$ cat config.mk
export PLATFORM = sky130hd
export DESIGN_NAME = lw_ack_detect
export DESIGN_NICKNAME = d
export VERILOG_FILES = /design/src/rtl/lw_ack_detect.sv
export SDC_FILE = /design/constraint.sdc
export NUM_CORES = 1
export LEC_CHECK = 0
export ABC_CLOCK_PERIOD_IN_PS = 4200
export BUFFER_PORTS_ARGS = -buffer_cell sky130_fd_sc_hd__clkbuf_2
export CORE_UTILIZATION = 44
export DETAILED_ROUTE_END_ITERATION = 8
export MAX_ROUTING_LAYER = met4
export SYNTH_ARGS = -nofsm -noshare
export SYNTH_HDL_FRONTEND = slang
export SYNTH_SLANG_ARGS = --single-unit
$ cat constraint.sdc
create_clock -name clk -period 4.2 [get_ports clk]
set_input_delay 0.42 -clock clk [delete_from_list [all_inputs] [get_ports clk]]
set_output_delay 0.42 -clock clk [all_outputs]
set_load 0.1 [all_outputs]
$ cat src/rtl/lw_ack_detect.sv
module lw_ack_detect #(
  parameter int BIT_T    = 64,
  parameter int TOL      = 8,
  parameter int FIND_LIM = 500,
  parameter int ACK_BITS = 4,
  parameter int LO_TH    = 64,
  parameter int HI_TH    = 192,
  parameter int ZERO_TH  = 230,
  parameter int ONE_TH   = 25
) (
  input  logic       clk,
  input  logic       rst_n,
  input  logic       car_tick,
  input  logic [7:0] env_smp,
  input  logic       env_vld,
  input  logic       start,
  input  logic [1:0] mode,
  output logic       found,
  output logic       timeout,
  output logic       req_send
);
  localparam int LIM_ACK = ACK_BITS * BIT_T;
  localparam int TMAX0   = (FIND_LIM > LIM_ACK) ? FIND_LIM : LIM_ACK;
  localparam int TMAX    = (TMAX0 > 4 * BIT_T) ? TMAX0 : 4 * BIT_T;
  localparam int TW      = $clog2(TMAX + 1) + 1;

  typedef enum logic [2:0] {S_IDLE, S_W3, S_W2, S_W3B, S_A1, S_A2, S_POST} st_t;

  st_t         st_q, st_n;
  logic [1:0]  md_q;
  logic        armed_q, hi_q, other_q;
  logic [TW-1:0] cnt_q, tmr_q, ph_q;
  logic        f_n, to_n, rq_n;

  function automatic logic near(input logic [TW-1:0] l, input int tgt);
    return (int'(l) >= tgt - TOL) && (int'(l) <= tgt + TOL);
  endfunction

  wire fall = env_vld && (env_smp < 8'(LO_TH));
  wire rise = env_vld && (env_smp > 8'(HI_TH));
  wire pev  = fall && armed_q && hi_q;
  wire [TW-1:0] plen = cnt_q + TW'(car_tick);
  wire is3 = pev && near(plen, 3 * BIT_T);
  wire is2 = pev && near(plen, 2 * BIT_T);

  wire [TW-1:0] tmr_nx = tmr_q + TW'(car_tick && (tmr_q != {TW{1'b1}}));
  wire [TW-1:0] ph_nx  = ph_q + TW'(car_tick);
  wire [TW-1:0] lim    = md_q[1] ? TW'(LIM_ACK) : TW'(FIND_LIM);
  wire [TW-1:0] skip   = md_q[1] ? TW'(2 * BIT_T) : TW'(BIT_T);
  wire pother = !(env_smp > 8'(ZERO_TH)) && !(env_smp < 8'(ONE_TH));
  wire top    = (st_q == S_W3) || (st_q == S_A1);

  always_comb begin
    st_n = st_q; f_n = 1'b0; to_n = 1'b0; rq_n = 1'b0;
    case (st_q)
      S_IDLE: if (start) st_n = mode[1] ? S_A1 : S_W3;
      S_W3:   if (is3) st_n = S_W2;
      S_W2:   if (pev) st_n = is2 ? (md_q[0] ? S_POST : S_W3B) : S_W3;
      S_W3B:  if (pev) begin
                if (is3) begin f_n = 1'b1; st_n = S_IDLE; end
                else st_n = S_W3;
              end
      S_A1:   if (is2) st_n = S_A2;
      S_A2:   if (pev) begin
                if (!is2) st_n = S_A1;
                else if (md_q[0]) st_n = S_POST;
                else begin f_n = 1'b1; st_n = S_IDLE; end
              end
      S_POST: if (car_tick && ph_nx == skip + TW'(BIT_T)) begin
                if (other_q) begin f_n = 1'b1; rq_n = 1'b1; st_n = S_IDLE; end
                else st_n = md_q[1] ? S_A1 : S_W3;
              end
      default: st_n = S_IDLE;
    endcase
    if (top && car_tick && tmr_nx >= lim && st_n == st_q) begin
      to_n = 1'b1; st_n = S_IDLE;
    end
  end

  always_ff @(posedge clk or negedge rst_n) begin
    if (!rst_n) begin
      st_q <= S_IDLE; md_q <= 2'b00; tmr_q <= '0; ph_q <= '0; other_q <= 1'b0;
      found <= 1'b0; timeout <= 1'b0; req_send <= 1'b0;
    end else begin
      st_q <= st_n;
      found <= f_n; timeout <= to_n; req_send <= rq_n;
      if (st_q == S_IDLE && start) begin
        md_q <= mode; tmr_q <= '0;
      end else tmr_q <= tmr_nx;
      ph_q <= (st_q == S_POST) ? ph_nx : '0;
      if (st_q == S_POST && car_tick && ph_nx == skip + TW'(3 * BIT_T / 4))
        other_q <= pother;
    end
  end

  always_ff @(posedge clk or negedge rst_n) begin
    if (!rst_n) begin
      armed_q <= 1'b0; hi_q <= 1'b0; cnt_q <= '0;
    end else if (st_q == S_IDLE) begin
      armed_q <= 1'b0; hi_q <= 1'b0; cnt_q <= '0;
    end else if (pev) begin
      cnt_q <= '0; hi_q <= 1'b0;
    end else if (fall && !armed_q) begin
      armed_q <= 1'b1; cnt_q <= '0;
    end else begin
      if (armed_q && car_tick && cnt_q != {TW{1'b1}}) cnt_q <= cnt_q + 1'b1;
      if (rise && armed_q) hi_q <= 1'b1;
    end
  end

  assert_no_dual_outcome_R9: assert property (@(posedge clk) disable iff (!rst_n)
    !(found && timeout));
  assert_req_needs_found_R6: assert property (@(posedge clk) disable iff (!rst_n)
    req_send |-> found);
  assert_found_single_R9: assert property (@(posedge clk) disable iff (!rst_n)
    found |=> !found);
  assert_timeout_single_R9: assert property (@(posedge clk) disable iff (!rst_n)
    timeout |=> !timeout);
  assert_idle_after_R9: assert property (@(posedge clk) disable iff (!rst_n)
    (found || timeout) |-> st_q == S_IDLE);
  assert_timeout_late_R4: assert property (@(posedge clk) disable iff (!rst_n)
    timeout |-> tmr_q >= lim);
  assert_tick_only_R10: assert property (@(posedge clk) disable iff (!rst_n)
    (!car_tick && st_q != S_IDLE) |=> $stable(tmr_q));
endmodule

==> results.json <==
{
  "ys.flop_type": "dfrtp_1",
  "nets": 353,
  "crit_top_cell": "ha_1",
  "fin_crit_ps": 3225,
  "hold_class": "in -> async",
  "synthesis.nets": 340,
  "die_h_um": 82.17,
  "finalHoldViolCount": 0,
  "ant_nets": 0,
  "synth_fa_ha_area_share_pct": 5.310,
  "drv_cap": 0,
  "synthCells": 313,
  "synth_compound_area_share_pct": 19.73,
  "setup_tns_ps": 0,
  "ys_warn_count": 0,
  "cts_made_buffers": 5,
  "path_cells": "and3_1 -> nand3_1 -> o31a_1 -> ha_1 -> ha_1 -> xnor2_1 -> ha_1 -> or3b_2 -> a31oi_1 -> o311ai_0 -> a21o_1 -> a31oi_1 -> a211oi_2",
  "path_max_fanout": 4,
  "drt_pass1_iterations": 4,
  "gr-total-overflow": 0,
  "gp_congestion": 0.7961,
  "ys_types": 66,
  "ir_drop_mv": 0.2100,
  "yosys.area_share.simple_pct": 26.81,
  "rsz0062_at_grt": "no",
  "slew_viol_final": 0,
  "slew_headroom_pct": 30.54,
  "setup_viol": 0,
  "cts_htree_levels": 2,
  "p_leak_nw": 1.288,
  "post_drt_wl_per_cell_um": 15.71,
  "cts.sinks": 41,
  "coreArea_um2": 6061,
  "ys_seq_area_share_pct": 36.28,
  "hpwl_um": 4719,
  "critPathKind": "reg -> reg",
  "antenna_found_initial": 0,
  "vias": 2389,
  "port_buffers": 17,
  "hold_buffers": 0,
  "cts-root-buf": "clkbuf_8",
  "ys_seq_elements": 41,
  "grt_use_total_pct": 21.80,
  "num_antenna_cells": 0,
  "io_pins": 18,
  "synth-edff-count": 0,
  "drive_gt1_share_pct": 12.23,
  "grt_max_degree": 42,
  "insertion_delay_ps": 300,
  "crit_slowest_cell": "or3b_2",
  "grt_pass1_wl_um": 10740,
  "fmax_ghz": 0.3101,
  "async_flop_share_pct": 100.0,
  "synth.area.top_cells": "dfrtp_1, ha_1, xor2_1",
  "multi_input_area_um2": 1705,
  "synthTopCellsByCount": "dfrtp_1, nor2_1, nand2_1",
  "fill_cells": 579,
  "layout.area.seq_um2": 1026,
  "grt_pass1_vias": 2257,
  "path_clk_slew_ps": 80,
  "syn_area_per_cell_um2": 9.034,
  "initial_core_util_pct": 46.66,
  "fin_crit_sh_pct": 76.79,
  "drt_wl_total_um": 6317,
  "dieArea_um2": 6751,
  "synthXorXnorAreaFrac_pct": 7.743,
  "cp.required_ps": 4380,
  "yosysMostFrequentCell": "dfrtp_1",
  "worst_slew_pin_slew_ps": 1042,
  "max_stage_delay_ps": 440,
  "synth_top_area_cell": "dfrtp_1",
  "clock_path_buffers": 2,
  "cts.repair.resized": 0,
  "post-cts-setup-buffer-count": 0,
  "drtIter0Drc": 170,
  "drc": 0,
  "avgViaCountPerCell": 5.943,
  "cts_tree": "built",
  "areaGrowthSynthToFinish_pct": 8.097,
  "syn_area_um2": 2828,
  "chipWidth_um": 82.17,
  "arrival_ps": 3400,
  "yosysTopAreaCellShare_pct": 36.28,
  "power.density_nw_per_um2": 409.2,
  "ff2ff_setup_slack_ps": 970,
  "finalPower_mw": 1.251,
  "synth_top_family_by_area": "simple AND/OR/NAND/NOR gates",
  "start_kind": "flip-flop",
  "status": "completed",
  "synth_mux_area_share_pct": 0.7080,
  "rows": 28,
  "fin_worst_skew_ps": 10.66,
  "end_kind": "flip-flop"
}
## metrics by stage
step | area, um^2 | std cells | hold WS [ps] | utilization [%] | setup slack (ps)
final | 3057 | 402 | 291.4 | 50.43 | 974.9
after global placement | 2955 | 394 | 540.8 | 48.76 | 1071
after global routing | 3057 | 402 | 371.9 | 50.43 | 720.7
after detailed placement | 2955 | 394 | 546.3 | 48.76 | 977.7
after floorplan | 2828 | 313 | 124.4 | - | 1179
after CTS | 3057 | 402 | 336.3 | 50.43 | 981.8
## sequential cells by signal (all words and copies together) (netlist names)
name,cells
timeout,1
other_q,1
tmr_q,10
st_q,3
found,1
req_send,1
hi_q,1
cnt_q,10
armed_q,1
md_q,2
ph_q,10
## layout make-up
| class | count | share of cell area (%) |
|---|---|---|
| Clock buffer | 7 | 3.152 |
| Tap cell | 75 | 3.070 |
| Clock inverter | 1 | 0.1637 |
| Multi-Input combinational cell | 250 | 55.79 |
| Sequential cell | 41 | 33.57 |
| Inverter | 10 | 1.228 |
| Timing Repair Buffer | 18 | 3.029 |
## routing by layer
layer / routed length, um / vias up / share of wire, % / global-route usage [%]
met5: 0 / - / 0 / -
met4: 63 / 0 / 1.0 / 6.316
met3: 166 / 6 / 2.6 / 4.945
met2: 2925 / 45 / 46 / 34.55
met1: 3161 / 1132 / 50 / 27.80
li1: - / 1206 / - / -
## final timing paths
kind,startpoint,endpoint,cells after the start
worst max-delay path,tmr_q[4]$_DFF_PN0_,st_q[2]$_DFF_PN0_,13
worst min-delay path,rst_n,hi_q$_DFFE_PN0P_,1
worst max register to register,tmr_q[4]$_DFF_PN0_,st_q[2]$_DFF_PN0_,13
worst min register to register,ph_q[8]$_DFF_PN0_,ph_q[8]$_DFF_PN0_,2
max in group asynchronous,rst_n,tmr_q[9]$_DFF_PN0_,1
min in group clk,mode[0],md_q[0]$_DFFE_PN0P_,3
## power by group
part           total [mW]  switching [mW]  internal, mW  leakage (nW)
clock network       0.289           0.140         0.149        0.0542
logic               0.396           0.230         0.166         0.678
registers           0.566           0.110         0.456         0.556
## worst max-delay path: cells and delay by family, from the launching register on
family | cells | cell delay, ps
and+or+nand+nor | 3 | 740
adders and majority gates | 3 | 700
AOI/OAI and AO/OA | 6 | 1150
xor gates and xnor gates | 1 | 150
DFF | 1 | 390
## cell families after synthesis
logic type | count (synthesis)
and+or+nand+nor | 136
AOI/OAI and AO/OA | 75
DFF | 41
xor gates and xnor gates | 25
buffers and inverters | 22
adders and majority gates | 12
muxes | 2
## placed cells by master (no fill, tap or decap), types with 3 or more instances in the layout
cell      instances
xnor2_1          11
dfrtp_1          41
nand2b_1          4
o31ai_1           5
clkbuf_2         17
nor4_1            3
inv_1            10
a31oi_1           4
clkbuf_8          7
o211ai_1          3
a21o_1            5
o22a_1            3
and2_1            5
nand2_1          21
nand4_1          10
and3_1            4
nor2_1           28
xor2_1           14
nand3_1          18
a21oi_1          11
ha_1             12
nor4b_1           3
a21boi_0          4
or3_1             7
o21ai_0          12
nor3_1           12
(Power assumes the default switching activity.)
